## config.mk

```make
export PLATFORM = sky130hd
export DESIGN_NAME = pit_channel
export DESIGN_NICKNAME = d
export VERILOG_FILES = /design/src/rtl/pit_pkg.sv /design/src/rtl/pit_bus.sv /design/src/rtl/pit_core.sv /design/src/rtl/pit_channel.sv
export SDC_FILE = /design/constraint.sdc
export NUM_CORES = 1
export LEC_CHECK = 0
export ABC_AREA = 1
export ABC_CLOCK_PERIOD_IN_PS = 3100
export BUFFER_PORTS_ARGS = -buffer_cell sky130_fd_sc_hd__clkbuf_2
export CAP_MARGIN = 20
export CORE_MARGIN = 2
export CORE_UTILIZATION = 55
export CTS_CLUSTER_SIZE = 40
export DETAILED_ROUTE_END_ITERATION = 10
export GPL_ROUTABILITY_DRIVEN = 0
export PLACE_DENSITY = 0.73
export SYNTH_ARGS = -nofsm -noshare
export SYNTH_HDL_FRONTEND = slang
export SYNTH_SLANG_ARGS = --single-unit
```

## constraint.sdc

```tcl
create_clock -name clk -period 3.1 [get_ports clk]
set_input_delay 0.93 -clock clk [delete_from_list [all_inputs] [get_ports clk]]
set_output_delay 0.93 -clock clk [all_outputs]
set_load 0.005 [all_outputs]
```

## src/rtl/pit_pkg.sv

```systemverilog
package pit_pkg;
  localparam int CNT_W  = 16;
  localparam int DIGITS = CNT_W / 4;

  typedef enum logic [2:0] {
    MD_TC_IRQ    = 3'd0,
    MD_ONESHOT   = 3'd1,
    MD_RATE      = 3'd2,
    MD_SQUARE    = 3'd3,
    MD_SW_STROBE = 3'd4,
    MD_HW_STROBE = 3'd5
  } mode_e;

  typedef enum logic [1:0] {
    FMT_NONE = 2'd0,
    FMT_LO   = 2'd1,
    FMT_HI   = 2'd2,
    FMT_BOTH = 2'd3
  } fmt_e;

  typedef struct packed {
    mode_e mode;
    fmt_e  fmt;
    logic  bcd;
  } cfg_t;

  function automatic logic [CNT_W-1:0] count_dec(input logic [CNT_W-1:0] v, input logic bcd);
    logic [CNT_W-1:0] r;
    logic borrow;
    if (!bcd) return v - {{(CNT_W-1){1'b0}}, 1'b1};
    r = v;
    borrow = 1'b1;
    for (int i = 0; i < DIGITS; i++) begin
      if (borrow) begin
        if (v[4*i +: 4] == 4'd0) r[4*i +: 4] = 4'd9;
        else begin
          r[4*i +: 4] = v[4*i +: 4] - 4'd1;
          borrow = 1'b0;
        end
      end
    end
    return r;
  endfunction

  function automatic logic [CNT_W-1:0] count_half(input logic [CNT_W-1:0] v, input logic bcd);
    logic [CNT_W-1:0] r;
    logic [3:0] d;
    logic carry;
    if (!bcd) begin
      if (v == '0) return {1'b1, {(CNT_W-1){1'b0}}};
      return v >> 1;
    end
    if (v == '0) return {4'd5, {(CNT_W-4){1'b0}}};
    r = '0;
    carry = 1'b0;
    for (int i = DIGITS-1; i >= 0; i--) begin
      d = v[4*i +: 4];
      r[4*i +: 4] = {1'b0, d[3:1]} + (carry ? 4'd5 : 4'd0);
      carry = d[0];
    end
    return r;
  endfunction
endpackage

```

## src/rtl/pit_bus.sv

```systemverilog
module pit_bus
  import pit_pkg::*;
#(
  parameter int CHAN_ID = 0
) (
  input  logic             clk,
  input  logic             rst_n,
  input  logic             cs_n,
  input  logic             rd_n,
  input  logic             wr_n,
  input  logic [1:0]       addr,
  input  logic [7:0]       din,
  input  logic [CNT_W-1:0] cnt,
  output cfg_t             cfg,
  output logic             cw_wr,
  output mode_e            cw_mode,
  output logic             load,
  output logic [CNT_W-1:0] load_val,
  output logic [7:0]       dout
);
  localparam logic [1:0] SEL    = CHAN_ID[1:0];
  localparam logic [1:0] CW_ADR = 2'b11;

  logic       acc_wr, acc_rd, data_wr;
  logic       wr_hi, rd_hi;
  logic [7:0] lo_hold;

  assign acc_wr  = !cs_n && !wr_n;
  assign acc_rd  = !cs_n && !rd_n && wr_n && (addr == SEL);
  assign data_wr = acc_wr && (addr == SEL);
  assign cw_wr   = acc_wr && (addr == CW_ADR) && (din[7:6] == SEL) && (din[5:4] != FMT_NONE);
  assign cw_mode = din[2] ? mode_e'({1'b0, din[2:1]}) : mode_e'(din[3:1]);
  assign load    = data_wr && (cfg.fmt != FMT_BOTH || wr_hi);

  always_comb begin
    case (cfg.fmt)
      FMT_LO:  load_val = {8'h00, din};
      FMT_HI:  load_val = {din, 8'h00};
      default: load_val = {din, lo_hold};
    endcase
  end

  assign dout = (cfg.fmt == FMT_HI || (cfg.fmt == FMT_BOTH && rd_hi)) ? cnt[15:8] : cnt[7:0];

  always_ff @(posedge clk) begin
    if (!rst_n) begin
      cfg     <= '{mode: MD_TC_IRQ, fmt: FMT_BOTH, bcd: 1'b0};
      wr_hi   <= 1'b0;
      rd_hi   <= 1'b0;
      lo_hold <= '0;
    end else if (cw_wr) begin
      cfg.mode <= cw_mode;
      cfg.fmt  <= fmt_e'(din[5:4]);
      cfg.bcd  <= din[0];
      wr_hi    <= 1'b0;
      rd_hi    <= 1'b0;
    end else begin
      if (data_wr && cfg.fmt == FMT_BOTH) begin
        if (!wr_hi) lo_hold <= din;
        wr_hi <= !wr_hi;
      end
      if (acc_rd && cfg.fmt == FMT_BOTH) rd_hi <= !rd_hi;
    end
  end

  // a control byte for another channel leaves the configuration untouched
  assert_foreign_select_ignored_R1: assert property (@(posedge clk) disable iff (!rst_n)
    (acc_wr && addr == CW_ADR && din[7:6] != SEL) |=> $stable(cfg))
    else $error("foreign select changed configuration");

  // the first byte of a two-byte count arms the high-byte step
  assert_two_byte_pointer_R2: assert property (@(posedge clk) disable iff (!rst_n)
    (data_wr && cfg.fmt == FMT_BOTH && !wr_hi) |=> wr_hi)
    else $error("two-byte count pointer did not advance");
endmodule

```

## src/rtl/pit_core.sv

```systemverilog
module pit_core
  import pit_pkg::*;
(
  input  logic             clk,
  input  logic             rst_n,
  input  mode_e            mode,
  input  logic             bcd,
  input  logic             cw_wr,
  input  mode_e            cw_mode,
  input  logic             load,
  input  logic [CNT_W-1:0] load_val,
  input  logic             cnt_en,
  input  logic             gate,
  output logic [CNT_W-1:0] cnt,
  output logic             out_q
);
  localparam logic [CNT_W-1:0] ONE = {{(CNT_W-1){1'b0}}, 1'b1};

  logic [CNT_W-1:0] reload, thr, nxt;
  logic run, armed, gate_q;
  logic gate_rise, gated_mode, m23, m45, trig_mode, step;

  assign gate_rise  = gate && !gate_q;
  assign m23        = (mode == MD_RATE) || (mode == MD_SQUARE);
  assign m45        = (mode == MD_SW_STROBE) || (mode == MD_HW_STROBE);
  assign trig_mode  = (mode == MD_ONESHOT) || (mode == MD_HW_STROBE);
  assign gated_mode = !trig_mode;
  assign step       = cnt_en && run && (!gated_mode || gate);
  assign nxt        = count_dec(cnt, bcd);

  always_ff @(posedge clk) begin
    if (!rst_n) begin
      cnt    <= '0;
      reload <= '0;
      thr    <= ONE;
      run    <= 1'b0;
      armed  <= 1'b0;
      out_q  <= 1'b1;
      gate_q <= 1'b0;
    end else begin
      gate_q <= gate;
      if (cw_wr) begin
        run   <= 1'b0;
        armed <= 1'b0;
        out_q <= (cw_mode != MD_TC_IRQ);
      end else if (load) begin
        reload <= load_val;
        thr    <= (mode == MD_SQUARE) ? count_half(load_val, bcd) : ONE;
        case (mode)
          MD_TC_IRQ: begin
            cnt <= load_val; run <= 1'b1; out_q <= 1'b0;
          end
          MD_ONESHOT, MD_HW_STROBE: armed <= 1'b1;
          default: begin
            cnt <= load_val; run <= 1'b1; out_q <= 1'b1;
          end
        endcase
      end else if (gate_rise && armed && trig_mode) begin
        cnt <= reload;
        run <= 1'b1;
        if (mode == MD_ONESHOT) out_q <= 1'b0;
      end else if (m23 && !gate) begin
        out_q <= 1'b1;
      end else if (cnt_en) begin
        if (step) begin
          case (mode)
            MD_TC_IRQ: begin
              cnt <= nxt;
              if (cnt == ONE) out_q <= 1'b1;
            end
            MD_ONESHOT: begin
              cnt <= nxt;
              if (cnt == ONE) begin out_q <= 1'b1; run <= 1'b0; end
            end
            MD_RATE, MD_SQUARE: begin
              if (cnt == ONE) begin
                cnt <= reload; out_q <= 1'b1;
              end else begin
                cnt <= nxt;
                if (nxt == thr) out_q <= 1'b0;
              end
            end
            default: begin
              cnt   <= nxt;
              out_q <= (cnt != ONE);
              if (cnt == ONE) run <= 1'b0;
            end
          endcase
        end else if (m45) begin
          out_q <= 1'b1;
        end
      end
    end
  end

  // once high in mode 0 the output holds until a write
  assert_mode0_holds_high_R5: assert property (@(posedge clk) disable iff (!rst_n)
    (mode == MD_TC_IRQ && out_q && !load && !cw_wr) |=> out_q)
    else $error("mode 0 output dropped without a write");

  // a strobe lasts a single tick
  assert_strobe_one_tick_R9: assert property (@(posedge clk) disable iff (!rst_n)
    (m45 && !out_q && cnt_en && !load && !cw_wr && !gate_rise) |=> out_q)
    else $error("strobe longer than one tick");

  // gate low forces the output high in modes 2 and 3
  assert_gate_low_forces_high_R12: assert property (@(posedge clk) disable iff (!rst_n)
    (m23 && !gate && !cw_wr) |=> out_q)
    else $error("output not forced high with gate low");

  // gate low freezes the count in gated modes
  assert_gate_low_freezes_R12: assert property (@(posedge clk) disable iff (!rst_n)
    (gated_mode && !gate && !load && !cw_wr) |=> $stable(cnt))
    else $error("count moved with gate low");

  // an armed one-shot drops its output on a gate edge
  assert_oneshot_trigger_R6: assert property (@(posedge clk) disable iff (!rst_n)
    (mode == MD_ONESHOT && armed && gate_rise && !load && !cw_wr) |=> !out_q)
    else $error("one-shot did not start on gate edge");
endmodule

```

## src/rtl/pit_channel.sv

```systemverilog
module pit_channel
  import pit_pkg::*;
#(
  parameter int CHAN_ID = 0
) (
  input  logic       clk,
  input  logic       rst_n,
  input  logic       cs_n,
  input  logic       rd_n,
  input  logic       wr_n,
  input  logic [1:0] addr,
  input  logic [7:0] din,
  output logic [7:0] dout,
  input  logic       cnt_en,
  input  logic       gate,
  output logic       wave_out
);
  cfg_t             cfg;
  logic             cw_wr, load;
  mode_e            cw_mode;
  logic [CNT_W-1:0] load_val, cnt;

  pit_bus #(.CHAN_ID(CHAN_ID)) u_bus (
    .clk(clk), .rst_n(rst_n), .cs_n(cs_n), .rd_n(rd_n), .wr_n(wr_n),
    .addr(addr), .din(din), .cnt(cnt), .cfg(cfg), .cw_wr(cw_wr),
    .cw_mode(cw_mode), .load(load), .load_val(load_val), .dout(dout)
  );

  pit_core u_core (
    .clk(clk), .rst_n(rst_n), .mode(cfg.mode), .bcd(cfg.bcd),
    .cw_wr(cw_wr), .cw_mode(cw_mode), .load(load), .load_val(load_val),
    .cnt_en(cnt_en), .gate(gate), .cnt(cnt), .out_q(wave_out)
  );
endmodule

```

==> results_dict.tcl <==
set metrics [dict create \
    status "finished, final reports clean" \
    maxSlewViolCount 0 \
    post_cts_buffers 0 \
    worst_setup_path_start_kind "register" \
    diodes 0 \
    drc 0 \
    final.setup.tns_ns 0 \
    max_stage_delay_ns 0.39 \
    die_h_um 95.3 \
    antenna_found_initial 0 \
    finalNetCount 778 \
    final_antenna_net_count 0 \
    post-route-min-period_ns 2.67 \
    synth_enable_flop_cells 0 \
    htree_num_levels 3 \
    die_w_um 95.3 \
    fin_crit_sh_pct 86.1 \
    ys_types 42 \
    portBuffers 25 \
    max_slew_margin_pct 59.3 \
    grt_pass1_vias 4439 \
    hold_depth 2 \
    fill_cells 790 \
    netlist.area_leader.share_pct 29.7 \
    clkSinkCount 68 \
    ctsHoldBuffers 0 \
    grt_overflow 0 \
    synthAdderAreaFrac_pct 4.09 \
    skew_ns 0.00998 \
    rsz0062_at_grt "false" \
    drive_gt1_share_pct 10.1 \
    ys.flop_type "dfxtp_1" \
    cp_slowest_cell "dfxtp_1" \
    synth_xor_area_share_pct 0.955 \
    fp.dieArea_um2 9080 \
    endpoint_kind "primary output" \
    clockRootBuffer "clkbuf_8" \
    hold_class "reg -> reg" \
    synth-simple-area-share_pct 32.5 \
    syn-num-nets 758 \
    tritoncts "built" \
    clk_latency_ns 0.35 \
    initial_utilization_pct 56.4 \
    r2r_setup_slack_ns 0.49 \
    grt_start_max_net_pins 48 \
    muxShareOfSynthArea_pct 0 \
    synth_common_cells "197 x nand2_1, 80 x inv_1, 68 x dfxtp_1" \
    crit_chain "inv_1, ha_1, o21bai_1, buf_4, o21ai_0, clkbuf_2" \
    drt_iter0_drc 295 \
    ys_ff_latch 68 \
    io_pins 26 \
    cts.repair.resized 0 \
    synth-compound-area-share_pct 22.2 \
    viasPerCell 5.64 \
    ys_warn_count 0 \
    synthToLayoutAreaGrowth_pct 9.69 \
    leakagePower_nw 2.32 \
    async_flop_share_pct 0 \
    grt_pass1_wl_mm 21.0 \
    worst-path-max-fanout 16 \
    hold_viol 0 \
    clkTransAtPathRegs_ns 0.08 \
    cts_made_buffers 9 \
    grt_usage_pct 29.4 \
    worstMarginPinSlew_ns 0.605 \
    timing.fmax_mhz 375 \
    crit_buf_inv 3 \
    wire_per_inst_um 14.7 \
    row_count 33 \
    synth_area_leaders "dfxtp_1 30%, nand2_1 16%, o21ai_0 7.2%, nand3_1 6.7%, inv_1 6.5%" \
    r2r-end "u_core.thr[7]$_SDFFE_PN0P_" \
    vias 4824 \
    min_to "u_core.reload[15]$_SDFFE_PN0P_" \
    synthCells 726 \
    cp_top_family "buffers and inverters" \
    peakVddDrop_mv 0.263 \
    synth.most_common_cell "nand2_1" \
    routed_wl_mm 12.5 \
    yosysTopAreaCell "dfxtp_1" \
    cts_buffer_depth 2 \
    syn_area_per_cell_um2 6.32 \
    reg2reg_depth 10 \
    hpwl_mm 9.49 \
    required_ns 2.17 \
    worstPathArrival_ns 1.74 \
    finalSetupViolCount 0 \
    dr.pass1.iters 5 \
    ys_seq_area_share_pct 29.7 \
    synth_top_family_by_area "simple AND/OR/NAND/NOR gates" \
    holdWs_ns 0.451 \
    synth_area_um2 4590 \
    worstHoldStart "u_core.reload[15]$_SDFFE_PN0P_" \
    core-area_um2 8130 \
    crit_type "reg -> out" \
    powerDensity_nw_per_um2 379 \
    maxCapViolCount 0 \
    reg2reg_from "u_bus.cfg[1]$_SDFFE_PN1P_" \
]
-- worst max-delay path by stage --
stage	from	end	slack [ns]	cells after the start
after floorplan	din[4]	u_core.thr[3]$_SDFFE_PN0P_	0.74	6
after global placement	din[1]	u_core.thr[7]$_SDFFE_PN0P_	0.43	9
after detailed placement	addr[1]	u_core.cnt[1]$_SDFFE_PN0P_	0.29	11
after CTS	u_bus.cfg[1]$_SDFFE_PN1P_	dout[1]	0.45	6
after global routing	u_bus.cfg[1]$_SDFFE_PN1P_	u_core.thr[7]$_SDFFE_PN0P_	0.21	10
final	u_bus.cfg[1]$_SDFFE_PN1P_	dout[1]	0.43	6
-- logic make-up after synthesis --
family / after synthesis
xor gates and xnor gates: 5
DFF: 68
AOI/OAI and AO/OA: 177
buffers and inverters: 115
adders and majority gates: 15
and+or+nand+nor: 346
-- final cells by class --
| class | count | area [um^2] | share of cell area, % |
|---|---|---|---|
| Multi-Input combinational cell | 543 | 2740 | 54.5 |
| Sequential cell | 68 | 1360 | 27.1 |
| Inverter | 82 | 308 | 6.12 |
| Timing Repair Buffer | 42 | 265 | 5.27 |
| Tap cell | 105 | 131 | 2.61 |
| Clock buffer | 9 | 124 | 2.46 |
| Clock inverter | 7 | 98.8 | 1.97 |
-- sequential cells by signal, summed over array words and instances (netlist names) --
| signal | cells |
|---|---|
| u_core.out_q | 1 |
| u_core.cnt | 16 |
| u_bus.rd_hi | 1 |
| u_bus.wr_hi | 1 |
| u_core.thr | 16 |
| u_core.reload | 16 |
| u_core.gate_q | 1 |
| u_bus.lo_hold | 8 |
| u_core.run | 1 |
| u_bus.cfg | 6 |
| u_core.armed | 1 |
-- worst reg2reg max path, stage by stage (launching register included) --
cell,delay [ns]
dfxtp_1,0.39
inv_1,0.06
ha_1,0.41
inv_1,0.17
o21ai_0,0.42
inv_1,0.12
ha_1,0.35
nand2_1,0.08
nor2_1,0.05
o311ai_0,0.33
a21oi_1,0.11
-- report_power, final --
part           switching [mW]  total [mW]  internal [mW]  leakage, nW
Clock                   0.367       0.824          0.457        0.110
Combinational           0.125       0.193         0.0684         1.66
Sequential            0.00586       0.886          0.880        0.549
-- layout by cell type, fill, tap and decap left out, types with 5 or more instances in the layout --
cell type	count
o21ai_1	5
a31oi_1	16
inv_1	80
nor3_1	8
dfxtp_1	68
clkbuf_8	9
clkbuf_2	25
nand2_1	197
a21oi_1	50
nand4_1	5
o211ai_1	25
buf_4	16
nand3_1	61
nor2_1	56
o21ai_0	66
ha_1	15
-- metal layers --
layer	track usage [%]	share of wire, %
met1	37.7	46
met2	49.4	47
met3	4.90	4.9
met4	11.0	2.4
met5	0	0
-- stage by stage --
stage                     setup WS [ns]  cell area, um^2  cells  util, %  total power [mW]
after global placement            0.427             4810    840     59.1              1.09
final                             0.431             5030    856     61.8              1.90
after detailed placement          0.290             4810    840     59.1              1.10
after CTS                         0.450             5030    856     61.8              1.91
after global routing              0.208             5030    856     61.8              1.97
after floorplan                   0.742             4590    726        -              1.04
Note: power is estimated with default switching activity, not from simulation.
